## config.mk

```make
export PLATFORM = sky130hd
export DESIGN_NAME = cell_irq_agg
export DESIGN_NICKNAME = d
export VERILOG_FILES = /design/src/rtl/cell_irq_pkg.sv /design/src/rtl/cell_irq_edge.sv /design/src/rtl/cell_irq_gate.sv /design/src/rtl/cell_irq_agg.sv
export SDC_FILE = /design/constraint.sdc
export NUM_CORES = 1
export LEC_CHECK = 0
export BUFFER_PORTS_ARGS = -buffer_cell sky130_fd_sc_hd__buf_4
export CAP_MARGIN = 0
export CORE_ASPECT_RATIO = 1.25
export CORE_MARGIN = 5
export CORE_UTILIZATION = 55
export CTS_CLUSTER_DIAMETER = 120
export DETAILED_ROUTE_END_ITERATION = 10
export PLACE_DENSITY = 0.78
export SYNTH_ARGS = -nofsm -noshare
export SYNTH_HDL_FRONTEND = slang
export SYNTH_SLANG_ARGS = --single-unit
```

## constraint.sdc

```tcl
create_clock -name clk -period 1.5 [get_ports clk]
set_input_delay 0.075 -clock clk [delete_from_list [all_inputs] [get_ports clk]]
set_output_delay 0.075 -clock clk [all_outputs]
set_load 0.01 [all_outputs]
```

## src/rtl/cell_irq_pkg.sv

```systemverilog
package cell_irq_pkg;
    localparam int REG_W       = 8;
    localparam int ADDR_W      = 3;
    localparam int RX_HOLE     = 3;
    localparam int RX_N        = REG_W - 1;
    localparam int TX_N        = 5;
    localparam int PIN_POS     = 3;
    localparam int GRP_N       = 2;
    localparam int GRP_RX      = 0;
    localparam int GRP_TX      = 1;

    localparam logic [ADDR_W-1:0] ADR_RX_EN  = 3'd0;
    localparam logic [ADDR_W-1:0] ADR_RX_IND = 3'd1;
    localparam logic [ADDR_W-1:0] ADR_TX_EN  = 3'd2;
    localparam logic [ADDR_W-1:0] ADR_TX_IND = 3'd3;
    localparam logic [ADDR_W-1:0] ADR_GRP    = 3'd4;
    localparam logic [ADDR_W-1:0] ADR_PORT   = 3'd5;
    localparam logic [ADDR_W-1:0] ADR_MODE   = 3'd6;
endpackage

```

## src/rtl/cell_irq_edge.sv

```systemverilog
module cell_irq_edge #(
    parameter int N = 5
) (
    input  logic         clk,
    input  logic         rst_n,
    input  logic [N-1:0] stat_i,
    input  logic         clr_i,
    output logic [N-1:0] ind_o
);
    typedef struct packed {
        logic [N-1:0] prev;
        logic [N-1:0] ind;
    } st_t;

    st_t          st_d, st_q;
    logic [N-1:0] rise;

    always_comb begin
        st_d      = st_q;
        rise      = stat_i & ~st_q.prev;
        st_d.prev = stat_i;
        // a rise on the clearing edge survives the clear
        st_d.ind  = (clr_i ? '0 : st_q.ind) | rise;
    end

    always_ff @(posedge clk or negedge rst_n) begin
        if (!rst_n) st_q <= '0;
        else        st_q <= st_d;
    end

    assign ind_o = st_q.ind;
endmodule

```

## src/rtl/cell_irq_gate.sv

```systemverilog
module cell_irq_gate #(
    parameter int RX_N = 7,
    parameter int TX_N = 5
) (
    input  logic            clk,
    input  logic            rst_n,
    input  logic [RX_N-1:0] rx_ind_i,
    input  logic [RX_N-1:0] rx_en_i,
    input  logic [TX_N-1:0] tx_ind_i,
    input  logic [TX_N-1:0] tx_en_i,
    input  logic [1:0]      grp_en_i,
    input  logic            port_en_i,
    input  logic            pin_en_i,
    output logic            irq_n_o
);
    typedef struct packed {
        logic irq_n;
    } st_t;

    st_t        st_d, st_q;
    logic [1:0] grp_hit;

    always_comb begin
        grp_hit[0] = |(rx_ind_i & rx_en_i);
        grp_hit[1] = |(tx_ind_i & tx_en_i);
        st_d       = st_q;
        st_d.irq_n = ~((|(grp_hit & grp_en_i)) & port_en_i & pin_en_i);
    end

    always_ff @(posedge clk or negedge rst_n) begin
        if (!rst_n) st_q <= '{irq_n: 1'b1};
        else        st_q <= st_d;
    end

    assign irq_n_o = st_q.irq_n;
endmodule

```

## src/rtl/cell_irq_agg.sv

```systemverilog
module cell_irq_agg
    import cell_irq_pkg::*;
(
    input  logic              clk,
    input  logic              rst_n,
    input  logic              wr_en_i,
    input  logic              rd_en_i,
    input  logic [ADDR_W-1:0] addr_i,
    input  logic [REG_W-1:0]  wdata_i,
    output logic [REG_W-1:0]  rdata_o,
    input  logic [RX_N-1:0]   rx_stat_i,
    input  logic [TX_N-1:0]   tx_stat_i,
    output logic              irq_n_o
);
    typedef struct packed {
        logic [RX_N-1:0]  rx_en;
        logic [TX_N-1:0]  tx_en;
        logic [GRP_N-1:0] grp;
        logic             port;
        logic             pin;
        logic [REG_W-1:0] rdata;
    } regs_t;

    regs_t            r_d, r_q;
    logic [RX_N-1:0]  rx_ind;
    logic [TX_N-1:0]  tx_ind;
    logic [RX_N-1:0]  rx_en_wr;
    logic [REG_W-1:0] rx_en_view;
    logic [REG_W-1:0] rx_ind_view;
    logic [REG_W-1:0] rd_mux;
    logic             clr_rx, clr_tx;
    logic             port_en, pin_en;

    // compact receive vector <-> register view with the reserved hole
    for (genvar g = 0; g < REG_W; g++) begin : g_view
        if (g < RX_HOLE) begin : g_lo
            assign rx_en_view[g]  = r_q.rx_en[g];
            assign rx_ind_view[g] = rx_ind[g];
            assign rx_en_wr[g]    = wdata_i[g];
        end else if (g == RX_HOLE) begin : g_hole
            assign rx_en_view[g]  = 1'b0;
            assign rx_ind_view[g] = 1'b0;
        end else begin : g_hi
            assign rx_en_view[g]  = r_q.rx_en[g-1];
            assign rx_ind_view[g] = rx_ind[g-1];
            assign rx_en_wr[g-1]  = wdata_i[g];
        end
    end

    always_comb begin
        clr_rx = rd_en_i && (addr_i == ADR_RX_IND);
        clr_tx = rd_en_i && (addr_i == ADR_TX_IND);
        case (addr_i)
            ADR_RX_EN:  rd_mux = rx_en_view;
            ADR_RX_IND: rd_mux = rx_ind_view;
            ADR_TX_EN:  rd_mux = REG_W'(r_q.tx_en);
            ADR_TX_IND: rd_mux = REG_W'(tx_ind);
            ADR_GRP:    rd_mux = REG_W'(r_q.grp);
            ADR_PORT:   rd_mux = REG_W'(r_q.port);
            ADR_MODE:   rd_mux = REG_W'(r_q.pin) << PIN_POS;
            default:    rd_mux = '0;
        endcase
    end

    always_comb begin
        r_d = r_q;
        if (wr_en_i) begin
            case (addr_i)
                ADR_RX_EN: r_d.rx_en = rx_en_wr;
                ADR_TX_EN: r_d.tx_en = wdata_i[TX_N-1:0];
                ADR_GRP:   r_d.grp   = wdata_i[GRP_N-1:0];
                ADR_PORT:  r_d.port  = wdata_i[0];
                ADR_MODE:  r_d.pin   = wdata_i[PIN_POS];
                default:   ;
            endcase
        end
        if (rd_en_i) r_d.rdata = rd_mux;
    end

    always_ff @(posedge clk or negedge rst_n) begin
        if (!rst_n) r_q <= '0;
        else        r_q <= r_d;
    end

    assign port_en = r_q.port;
    assign pin_en  = r_q.pin;
    assign rdata_o = r_q.rdata;

    cell_irq_edge #(.N(RX_N)) u_rx_edge (
        .clk    (clk),
        .rst_n  (rst_n),
        .stat_i (rx_stat_i),
        .clr_i  (clr_rx),
        .ind_o  (rx_ind)
    );

    cell_irq_edge #(.N(TX_N)) u_tx_edge (
        .clk    (clk),
        .rst_n  (rst_n),
        .stat_i (tx_stat_i),
        .clr_i  (clr_tx),
        .ind_o  (tx_ind)
    );

    cell_irq_gate #(.RX_N(RX_N), .TX_N(TX_N)) u_gate (
        .clk       (clk),
        .rst_n     (rst_n),
        .rx_ind_i  (rx_ind),
        .rx_en_i   (r_q.rx_en),
        .tx_ind_i  (tx_ind),
        .tx_en_i   (r_q.tx_en),
        .grp_en_i  (r_q.grp),
        .port_en_i (port_en),
        .pin_en_i  (pin_en),
        .irq_n_o   (irq_n_o)
    );
endmodule

```

==> summary.txt <==
GRT
  • Number of antenna violations at the first check in global routing: 0
  • Number of global-route vias before repair: 1413
  • First-pass GRT wire length: 6840 µm
  • GRT Overall Usage: 17.5%
  • Largest net degree at the start of global routing: 50
  • Final global-route overflow total: 0

Clock network
  • Clock tree from TritonCTS: done
  • Clk slew on worst S/H paths: 0.08 ns
  • H-tree levels: 2
  • Number of clock sinks: 49
  • Number of setup buffers added after CTS: 0
  • Number of buffers created by CTS: 5
  • Latest clock arrival within the worst-skew pair: 0.30 ns
  • Clock Tree Root: clkbuf_8
  • Clock buffer depth: 2

Critical path
  • Startpoint of the most critical register-to-register path: r_q[22]
  • Largest driver fanout on the critical path: 3
  • Worst path arrival time: 1.52 ns
  • Critical setup path kind: register to register
  • Startpoint types: register
  • Sort of element at the end of the critical path: register
  • R2R cell count: 4
  • Worst Path Required: 1.74 ns
  • R2r setup slk: 0.22 ns
  • Capturing point of the worst reg2reg path: u_gate.irq_n_o

STA
  • Final Slew Violations: 0
  • Post-route clock period utilization: 85.4%
  • Transition at the pin with the smallest max-transition slack: 0.590 ns
  • Crit path time final: 1.28 ns
  • Remaining max-slew budget at the tightest pin: 60.7%
  • Setup TNS Final: 0 ns
  • Number of setup violations in the final report: 0
  • Number of hold violations in the final report: 0
  • Worst clock skew on the final layout: 0.00469 ns
  • Setup repair after global routing missed its margin: no
  • Max Fclk: 781 MHz

Logic synthesis
  • Gate count after technology mapping: 177
  • Mapped Nets: 204
  • Top_reg_cell synth: dfrtp_1
  • Yosys warning total: 0
  • Synthesized-area fraction occupied by xor and xnor cells: 0%
  • Compound-gate portion of the synthesized area: 10.0%
  • Async set-reset flop share out of synthesis: 100%
  • Multiplexer share of the synthesized area: 14.9%
  • Sequential share of the synthesized area: 57.8%
  • Fraction of post-synthesis cell area in the top cell type by area: 56.6%
  • Simple-gate area share of the yosys netlist: 8.61%
  • Adder and majority cell fraction of the synthesized area: 0%
  • Library cell occupying the most area in the post-synthesis netlist: dfrtp_1
  • Yosys cell types: 32
  • Cell area after technology mapping: 0.00212 mm²
  • Number of flops mapped to enable cells by yosys: 0
  • Cell types occupying the most area after synthesis: dfrtp_1 (57%), mux2_2 (6.9%), o21ai_0 (3.8%)
  • #FFs+latches synth: 49
  • Mean instance size in the synthesized netlist: 12.0 µm²
  • Dominant combinational cell family by area after synthesis: multiplexers

Finish
  • Utilization of the core after routing: 69.6%
  • Fraction of layout cells with a size suffix above 1: 29.5%
  • Most frequent standard cell in the layout excluding fill and tap cells: dfrtp_1
  • Synthesis-to-finish area growth: 23.2%
  • Area of combinational cells with multiple inputs: 712 µm²
  • Area of all sequential standard cells: 0.00123 mm²
  • Filler cells: 274
  • Number of inserted diodes: 0
  • Most frequent cells in the layout: dfrtp_1 (48), buf_4 (35), inv_1 (18), nand2_1 (18)
  • Final Net Count: 246

Floorplanning
  • Count of boundary I/O pins: 36
  • Die Ht: 79.4 µm
  • Area of the placeable core: 0.00375 mm²
  • Area of the die: 0.00521 mm²
  • Cell row count: 25
  • Initial core utilization: 56.5%
  • Die span in x: 65.6 µm

Power
  • Total power density per cell area: 1220 mW/mm²
  • Maximum VDD drop: 0.00103 V
  • Static leakage: 1.25 nW

Routing
  • DRC marker count from the first detailed-route iteration: 78
  • Via-to-Cell Ratio: 5.38
  • DR WL/cell: 14.8 µm
  • Via count: 1400
  • Routed Antenna Nets: 0
  • DR pass1 iterations: 4
  • Wire length after detailed routing: 3860 µm
  • Remaining design rule violation count: 0

Worst hold path
  • Hold EP: r_q[16]
  • Hold WC Path Type: primary input to register
  • Hold Path Origin: wdata_i[4]
  • Hold-critical path depth: 2

Placed design
  • Count of input and output buffers: 35
  • Dpl hpwl: 2860 µm
  • Routability congestion estimate: 0.881

Status
  • Outcome: complete, no violations

Flow run
  • Number of maximum-capacitance constraint violations: 0
[worst max-delay path by stage]
stage | cells past startpoint | from | to
2_1_floorplan | 4 | u_tx_edge.ind_o[1] | rdata_o[1]
3_3_place_gp | 4 | addr_i[1] | r_q[16]
3_5_place_dp | 4 | addr_i[1] | r_q[13]
4_1_cts | 4 | r_q[22] | u_gate.irq_n_o
5_1_grt | 4 | u_tx_edge.ind_o[1] | rdata_o[1]
6_report | 4 | r_q[22] | u_gate.irq_n_o
[synth_stat cells (all sizes together) (3+ instances only)]
master  number
a22oi        4
buf         14
dfrtp       48
inv         18
mux2        18
mux2i        5
nand2       18
nand3        5
nand3b       3
nor2         4
o21ai       17
o22ai        3
[layout make-up]
type	instances	share of cell area [%]
flip-flops and latches	49	47.0
multi-input cells	94	27.2
repair buffers	51	16.2
clock buffers	5	2.63
inverters	18	2.58
clock inverters	3	2.49
well taps	40	1.91
[report_power, final]
part	total, W	switching (W)	internal [W]	leakage, nW
combinational	0.000509	0.000203	0.000306	0.615
clock	0.00107	0.000407	0.000661	0.0681
sequential	0.00162	0.000129	0.00149	0.563
total	0.00320	0.000739	0.00246	1.25
[metrics by stage]
stage                     cells  worst slack [ns]  total power [W]  hold WS (ns)  instance area [µm²]
after global routing        260             0.156          0.00338       0.00899                 2610
final                       260             0.219          0.00320        0.0217                 2610
after floorplan             177             0.365          0.00195        -0.221                 2120
after CTS                   260             0.216          0.00324       0.00978                 2610
after global placement      236             0.219          0.00210         0.107                 2320
after detailed placement    236             0.150          0.00213         0.118                 2320
[repair_timing]
action | in CTS | in global routing
hold buffers | 16 | 0
endpoints found under the hold margin | 63 | 0
gates resized for setup | 0 | 0
[flip-flops by register name, summed over array words and instances, names as in the netlist, 5 cells and up]
signal / cells
r_q: 14
u_rx_edge.ind_o: 7
u_tx_edge.st_q: 5
u_rx_edge.st_q: 7
rdata_o: 8
u_tx_edge.ind_o: 5
[cell families after synthesis]
| logic type | Yosys count |
|---|---|
| DFF | 49 |
| and+or+nand+nor | 35 |
| AOI/OAI and AO/OA | 34 |
| buffers and inverters | 34 |
| muxes | 25 |
[critical path, cell delays in order, from the launching register on]
cell and delay [ns]:
dfrtp_1 0.41, a222oi_1 0.35, nand3_1 0.18, a22o_1 0.21
nand3_1 0.08
[layer usage]
metal | track usage (%) | wire [µm]
met1 | 22.6 | 1600
met2 | 27.1 | 1900
met3 | 4.79 | 226
met4 | 8.51 | 127
met5 | 0 | 0
No activity file was read; power rests on OpenSTA's default activity.
